**config.mk**
```make
export PLATFORM = sky130hd
export DESIGN_NAME = wdg_supervisor
export DESIGN_NICKNAME = d
export VERILOG_FILES = /design/src/rtl/wdg_pkg.sv /design/src/rtl/wdg_setting.sv /design/src/rtl/wdg_timer.sv /design/src/rtl/wdg_escalate.sv /design/src/rtl/wdg_supervisor.sv
export SDC_FILE = /design/constraint.sdc
export NUM_CORES = 1
export LEC_CHECK = 0
export ABC_AREA = 0
export BUFFER_PORTS_ARGS = -buffer_cell sky130_fd_sc_hd__buf_4
export CORE_ASPECT_RATIO = 0.5
export CORE_UTILIZATION = 60
export CTS_CLUSTER_DIAMETER = 60
export DETAILED_ROUTE_END_ITERATION = 12
export PLACE_DENSITY = 0.84
export SYNTH_ARGS = -nofsm -noshare
export SYNTH_HDL_FRONTEND = slang
export SYNTH_SLANG_ARGS = --single-unit
```
**constraint.sdc**
```tcl
create_clock -name clk_i -period 15.3 [get_ports clk_i]
set_clock_uncertainty 0.2 [all_clocks]
set_input_delay 0.765 -clock clk_i [delete_from_list [all_inputs] [get_ports clk_i]]
set_output_delay 0.765 -clock clk_i [all_outputs]
set_load 0.005 [all_outputs]
```
**src/rtl/wdg_pkg.sv**
```systemverilog
package wdg_pkg;
  typedef enum logic [1:0] {
    CAUSE_NONE  = 2'b00,
    CAUSE_EARLY = 2'b01,
    CAUSE_LATE  = 2'b10
  } cause_e;

  typedef struct packed {
    logic ok;
    logic early;
    logic late;
  } wdg_evt_t;
endpackage

```
**src/rtl/wdg_setting.sv**
```systemverilog
module wdg_setting #(
  parameter int CODE_W   = 5,
  parameter int MAX_CODE = 16
) (
  input  logic              clk_i,
  input  logic              rst_ni,
  input  logic              en_i,
  input  logic              ok_i,
  input  logic              fail_i,
  input  logic              req_win_i,
  input  logic [CODE_W-1:0] req_code_i,
  output logic              win_o,
  output logic [CODE_W-1:0] code_o,
  output logic              irq_o
);
  logic code_ok;
  assign code_ok = (req_code_i <= CODE_W'(MAX_CODE));

  always_ff @(posedge clk_i or negedge rst_ni) begin
    if (!rst_ni) begin
      win_o  <= 1'b0;
      code_o <= '0;
      irq_o  <= 1'b0;
    end else begin
      irq_o <= ok_i & ~code_ok;
      if (fail_i || !en_i) begin
        win_o  <= 1'b0;
        code_o <= '0;
      end else if (ok_i && code_ok) begin
        win_o  <= req_win_i;
        code_o <= req_code_i;
      end
    end
  end

  AST_BAD_CODE_KEEPS: assert property (@(posedge clk_i) disable iff (!rst_ni)
    (ok_i && !code_ok) |=> ($stable(code_o) && $stable(win_o)));
  AST_FAIL_DEFAULTS: assert property (@(posedge clk_i) disable iff (!rst_ni)
    fail_i |=> (code_o == '0 && !win_o));
endmodule

```
**src/rtl/wdg_timer.sv**
```systemverilog
module wdg_timer
  import wdg_pkg::*;
#(
  parameter int CODE_W     = 5,
  parameter int BASE_TICKS = 256,
  parameter int STEP_TICKS = 48,
  parameter int MAX_CODE   = 16,
  parameter int OPEN_NUM   = 9,
  parameter int OPEN_DEN   = 20
) (
  input  logic              clk_i,
  input  logic              rst_ni,
  input  logic              act_i,
  input  logic              tick_i,
  input  logic              trig_i,
  input  logic              win_i,
  input  logic [CODE_W-1:0] code_i,
  output wdg_evt_t          evt_o
);
  localparam int MAX_P = BASE_TICKS + STEP_TICKS * MAX_CODE;
  localparam int PW    = $clog2(MAX_P * (OPEN_NUM + 1) + 1);

  logic [PW-1:0] cnt_q, period_w, open_w;
  logic          last_w;

  assign period_w = PW'(BASE_TICKS) + PW'(STEP_TICKS) * PW'(code_i);

  generate
    if (OPEN_NUM == 0) begin : g_no_window
      assign open_w = '0;
    end else begin : g_window
      assign open_w = (period_w * PW'(OPEN_NUM)) / PW'(OPEN_DEN);
    end
  endgenerate

  assign last_w = (cnt_q == period_w - PW'(1));

  always_comb begin
    evt_o.early = act_i & trig_i & win_i & (cnt_q < open_w);
    evt_o.ok    = act_i & trig_i & ~evt_o.early;
    evt_o.late  = act_i & tick_i & ~trig_i & last_w;
  end

  always_ff @(posedge clk_i or negedge rst_ni) begin
    if (!rst_ni)                                      cnt_q <= '0;
    else if (!act_i || evt_o.ok || evt_o.early || evt_o.late) cnt_q <= '0;
    else if (tick_i)                                  cnt_q <= cnt_q + PW'(1);
  end

  AST_CNT_BELOW_PERIOD: assert property (@(posedge clk_i) disable iff (!rst_ni)
    cnt_q < period_w);
  AST_HOLD_IDLE: assert property (@(posedge clk_i) disable iff (!rst_ni)
    !act_i |=> cnt_q == '0);
  AST_ONE_EVENT: assert property (@(posedge clk_i) disable iff (!rst_ni)
    $onehot0({evt_o.ok, evt_o.early, evt_o.late}));
endmodule

```
**src/rtl/wdg_escalate.sv**
```systemverilog
module wdg_escalate
  import wdg_pkg::*;
#(
  parameter int RST_TICKS = 16,
  parameter int FC_W      = 2
) (
  input  logic            clk_i,
  input  logic            rst_ni,
  input  logic            tick_i,
  input  wdg_evt_t        evt_i,
  input  logic            two_fail_i,
  output logic            wdg_rst_no,
  output logic            limp_o,
  output logic [FC_W-1:0] fail_cnt_o,
  output cause_e          cause_o
);
  localparam int RC_W = $clog2(RST_TICKS + 1);
  localparam logic [FC_W-1:0] FC_MAX = '1;

  logic [RC_W-1:0] rc_q;
  logic [FC_W-1:0] fc_nxt, limit_w;
  logic            fail_w;

  assign fail_w     = evt_i.early | evt_i.late;
  assign fc_nxt     = (fail_cnt_o == FC_MAX) ? FC_MAX : fail_cnt_o + FC_W'(1);
  assign limit_w    = two_fail_i ? FC_W'(2) : FC_W'(1);
  assign wdg_rst_no = (rc_q == '0);

  always_ff @(posedge clk_i or negedge rst_ni) begin
    if (!rst_ni) begin
      rc_q       <= '0;
      fail_cnt_o <= '0;
      limp_o     <= 1'b0;
      cause_o    <= CAUSE_NONE;
    end else begin
      if (fail_w)                      rc_q <= RC_W'(RST_TICKS);
      else if (tick_i && rc_q != '0)   rc_q <= rc_q - RC_W'(1);
      if (fail_w) begin
        fail_cnt_o <= fc_nxt;
        cause_o    <= evt_i.early ? CAUSE_EARLY : CAUSE_LATE;
        if (fc_nxt >= limit_w) limp_o <= 1'b1;
      end else if (evt_i.ok) begin
        fail_cnt_o <= '0;
        cause_o    <= CAUSE_NONE;
      end
    end
  end

  AST_FAIL_PULLS_RESET: assert property (@(posedge clk_i) disable iff (!rst_ni)
    fail_w |=> !wdg_rst_no);
  AST_RELEASE_ON_TICK: assert property (@(posedge clk_i) disable iff (!rst_ni)
    $rose(wdg_rst_no) |-> $past(tick_i));
  AST_LIMP_HOLDS: assert property (@(posedge clk_i) disable iff (!rst_ni)
    limp_o |=> limp_o);
  AST_OK_CLEARS_COUNT: assert property (@(posedge clk_i) disable iff (!rst_ni)
    evt_i.ok |=> (fail_cnt_o == '0 && cause_o == CAUSE_NONE));
  AST_CAUSE_KIND: assert property (@(posedge clk_i) disable iff (!rst_ni)
    evt_i.early |=> cause_o == CAUSE_EARLY);
endmodule

```
**src/rtl/wdg_supervisor.sv**
```systemverilog
module wdg_supervisor
  import wdg_pkg::*;
#(
  parameter int CODE_W     = 5,
  parameter int BASE_TICKS = 256,
  parameter int STEP_TICKS = 48,
  parameter int MAX_CODE   = 16,
  parameter int OPEN_NUM   = 9,
  parameter int OPEN_DEN   = 20,
  parameter int RST_TICKS  = 16,
  parameter int FC_W       = 2
) (
  input  logic              clk_i,
  input  logic              rst_ni,
  input  logic              tick_i,
  input  logic              en_i,
  input  logic              trig_i,
  input  logic              trig_win_i,
  input  logic [CODE_W-1:0] trig_code_i,
  input  logic              two_fail_i,
  output logic              wdg_rst_no,
  output logic              limp_o,
  output logic              irq_o,
  output logic [FC_W-1:0]   fail_cnt_o,
  output logic [1:0]        cause_o,
  output logic              cur_win_o,
  output logic [CODE_W-1:0] cur_code_o
);
  wdg_evt_t evt;
  cause_e   cause;
  logic     act;

  assign act     = en_i & wdg_rst_no;
  assign cause_o = cause;

  wdg_setting #(.CODE_W(CODE_W), .MAX_CODE(MAX_CODE)) setting_i (
    .clk_i, .rst_ni, .en_i,
    .ok_i(evt.ok), .fail_i(evt.early | evt.late),
    .req_win_i(trig_win_i), .req_code_i(trig_code_i),
    .win_o(cur_win_o), .code_o(cur_code_o), .irq_o
  );

  wdg_timer #(
    .CODE_W(CODE_W), .BASE_TICKS(BASE_TICKS), .STEP_TICKS(STEP_TICKS),
    .MAX_CODE(MAX_CODE), .OPEN_NUM(OPEN_NUM), .OPEN_DEN(OPEN_DEN)
  ) timer_i (
    .clk_i, .rst_ni, .act_i(act), .tick_i, .trig_i,
    .win_i(cur_win_o), .code_i(cur_code_o), .evt_o(evt)
  );

  wdg_escalate #(.RST_TICKS(RST_TICKS), .FC_W(FC_W)) esc_i (
    .clk_i, .rst_ni, .tick_i, .evt_i(evt), .two_fail_i,
    .wdg_rst_no, .limp_o, .fail_cnt_o, .cause_o(cause)
  );

  AST_DISABLED_NO_FAIL: assert property (@(posedge clk_i) disable iff (!rst_ni)
    !en_i |=> $stable(fail_cnt_o));
endmodule

```
==> metrics.csv <==
metric;value;unit
cell with the largest stage delay on the worst path;dfrtp_1;
diode count;0;
area growth from synthesis to final layout;7.338;%
fraction of power consumed by the clock network;22.2;%
Peak Freq;107.4;MHz
critical path endpoint category;register;
Bufs on Longest Clock Path;2;
Setup crit start kind;register;
routability congestion estimate from global placement;0.9292;
unique cell type count in the Yosys netlist;90;
die height;60.28;µm
maximum level of the CTS H-tree;2;
synthesized instance count;505;
Die Outline Area;7146;µm²
CTS sink count;31;
number of hold violations in the final report;0;
Starting Density;64.62;%
share of the core filled with cells in the final layout;69.37;%
global-route wire length before repair;17550;µm
Crit path largest cell delay;0.61;ns
nets in the synthesized netlist;551;
outcome;finished, final reports clean;
met2 demand-to-capacity share in global routing;53.05;%
combined area of all synthesized cells;4075;µm²
Die Wd;118.6;µm
Row Count;20;
CTS clock-pin slew for the worst setup and hold paths;0.05;ns
share of the synthesized area in compound gates (AO/OA/AOI/OAI);28.40;%
setup TNS;0;ns
Routed Antenna Nets;0;
vias in the first global route;3643;
drt pass-1 iters;5;
power share of the sequential group;19.5;%
number of maximum-capacitance violations;0;
part of the Yosys area used for sequential elements;19.04;%
global routing usage summed across all routing layers;30.62;%
fraction of layout instances using a drive strength above 1;14.12;%
GR Util met3;3.053;%
total half-perimeter wirelength after legalization and detailed placement;7626;µm
cell seen most often among critical-path stages;ha_1;
source-to-sink clock delay at the later pin of the worst-skew pair;0.28;ns
internal power summed over all cells;281.2;µW
total number of vias;3979;
setup-violating endpoint count in the final report;0;
First DRT Iteration DRCs;401;
hold_buf cts;0;
average wire per cell in the routed design;17.63;µm
Worst VDD drop;0.09939;mV
Gate power share;58.3;%
asr flop ratio synth;100.0;%
Port Buf Inserts;24;
EDFF count, synth;0;
maximum fanout along the worst path;17;
Post-Synth Simple-Gate Area;24.78;%
mux share of post-synthesis cell area;1.136;%
Pwr per Cell Area;115.2;nW/µm²
antenna violations before repair;0;
final count of pins violating max slew;0;
Avg Cell Area, Syn;8.070;µm²
warning count from the yosys run;0;
master cell of the clock root buffer;clkbuf_16;
post-detailed-route DRC marker count;0;
number of fill cells in the layout;480;
number of top-level pins;25;
final period demand of the worst path;9.312;ns
Worst Max-Slew Pin Slew;0.6488;ns
Min Hold Slack;0.2139;ns
# placed instances;590;
CTS tree;done;
switching power as a share of total power;44.20;%
total global routing overflow;0;
Core Footprint;6306;µm²
XOR/XNOR share of the synthesized area;9.088;%
post-CTS setup-driven buffer insertion count;0;
top flip-flop cell by instance count after synthesis;dfrtp_1;
final net count;555;
total CTS buffers;5;
endpoint required time on the critical path;15.23;ns
met1 usage in global routing;41.72;%
busiest metal layer after global routing;met2;
Layout Cells excl Fill;598;
reported leakage power;2.004;nW
detail-routed via count per cell;6.654;
setup repair after global routing missed its margin;no;
critical path start-end classification;reg -> reg;
main combinational cell family by area after synthesis;compound AO/OA/AOI/OAI gates;
worst min-delay path category;in -> async;
total of flip-flops plus latches after synthesis;31;
total wire length;10540;µm
post-cts gate resize count;0;
Critical Path AT;9.24;ns
maximum number of pins on one net before global-route repair;32;
share of synthesized cell area in full adder, half adder and majority cells;11.30;%
final critical-path share of the clock period;60.86;%
max-slew headroom at the worst pin;56.06;%
Sw Pwr;222.7;µW
[routing by layer]
metal  vias to the layer above  part of all wire, %
li1                       1890                    -
met1                      1906                   47
met2                       167                   45
met3                        16                  6.6
met4                         0                  1.2
met5                         -                    0
[registers in the layout (all words and copies together), names as in the netlist]
register and cells:
esc_i.cause_o 2, timer_i.cnt_q 14, setting_i.win_o 1, setting_i.code_o 5, esc_i.limp_o 1, esc_i.fail_cnt_o 2, setting_i.irq_o 1, esc_i.rc_q 5
[logic make-up after synthesis]
kind of cell,Yosys count
muxes,4
and+or+nand+nor,197
DFF,31
AOI/OAI and AO/OA,147
buffers and inverters,51
xor gates and xnor gates,39
adders and majority gates,36
[synthesized netlist by cell type (all sizes together) (11+ instances only)]
library cell,instances,area share [%]
nand2,39,3.7
nand4,12,1.8
o21ai,24,3.0
xnor2,21,4.9
xor2,17,3.7
a21oi,31,4.2
nand3,22,2.8
nor3,16,2.3
clkbuf,11,1.0
a21o,11,2.1
dfrtp,31,19
inv,22,2.0
nor2,56,5.3
buf,16,2.9
ha,32,9.8
[layout by cell type (no fill, tap or decap), drive strengths merged, types with 6 or more instances in the layout]
| cell type | instances |
|---|---|
| o211ai | 7 |
| xor2 | 17 |
| or2 | 7 |
| and2 | 7 |
| nand2 | 39 |
| o211a | 7 |
| a211o | 6 |
| and3 | 9 |
| nor4 | 6 |
| o31ai | 6 |
| nor2 | 56 |
| inv | 22 |
| nand3 | 22 |
| xnor2 | 21 |
| buf | 24 |
| a22oi | 7 |
| a21o | 11 |
| nor3 | 16 |
| nand4 | 12 |
| a21oi | 31 |
| ha | 32 |
| dfrtp | 31 |
| a211oi | 7 |
| o21ai | 24 |
[final timing paths]
check | startpoint | slack [ns] | depth (start not counted) | to
max | setting_i.code_o[0] | 5.99 | 31 | esc_i.fail_cnt_o[1]
min | rst_ni | 0.21 | 1 | esc_i.rc_q[3]
max reg2reg | setting_i.code_o[0] | 5.99 | 31 | esc_i.fail_cnt_o[1]
min reg2reg | esc_i.limp_o | 0.29 | 1 | esc_i.limp_o
max in group asynchronous | rst_ni | 14.40 | 1 | timer_i.cnt_q[11]
min in group clk_i | esc_i.limp_o | 0.29 | 1 | esc_i.limp_o
[power by group through the flow]
stage          combinational [mW]  clock, mW  sequential, mW
6_report                    0.294      0.112          0.0982
5_1_grt                     0.323      0.116          0.0987
4_1_cts                     0.288      0.113          0.0976
3_5_place_dp                0.284          0          0.0981
3_3_place_gp                0.279          0          0.0982
2_1_floorplan               0.243          0          0.0964
[through the flow]
step                      power [mW]  area [µm²]  worst slack, ns
after floorplan               0.3391        4075            7.319
after global placement        0.3767        4205            6.506
after detailed placement      0.3826        4205            6.255
after CTS                     0.4982        4374            6.142
after global routing          0.5381        4374            5.407
final                         0.5039        4374            5.988
[critical path, delay by kind of cell (launching register included)]
family,cells,cell delay [ns]
AO/OA/AOI/OAI,17,3.73
adder cells (fa/ha/maj),6,2.25
AND/OR/NAND/NOR,6,1.60
flip-flops,1,0.61
XOR/XNOR,1,0.53
buffers and inverters,1,0.24
[cell type report]
cell class                      instances  area [µm²]  area share [%]
Tap cell                               88       110.1           2.517
Multi-Input combinational cell        423        3044           69.59
Clock inverter                          3       43.79           1.001
Timing Repair Buffer                   24       180.2           4.119
Inverter                               24       95.09           2.174
Clock buffer                            5       125.1           2.860
Sequential cell                        31       775.7           17.73
Note: power is estimated with default switching activity, not from simulation.
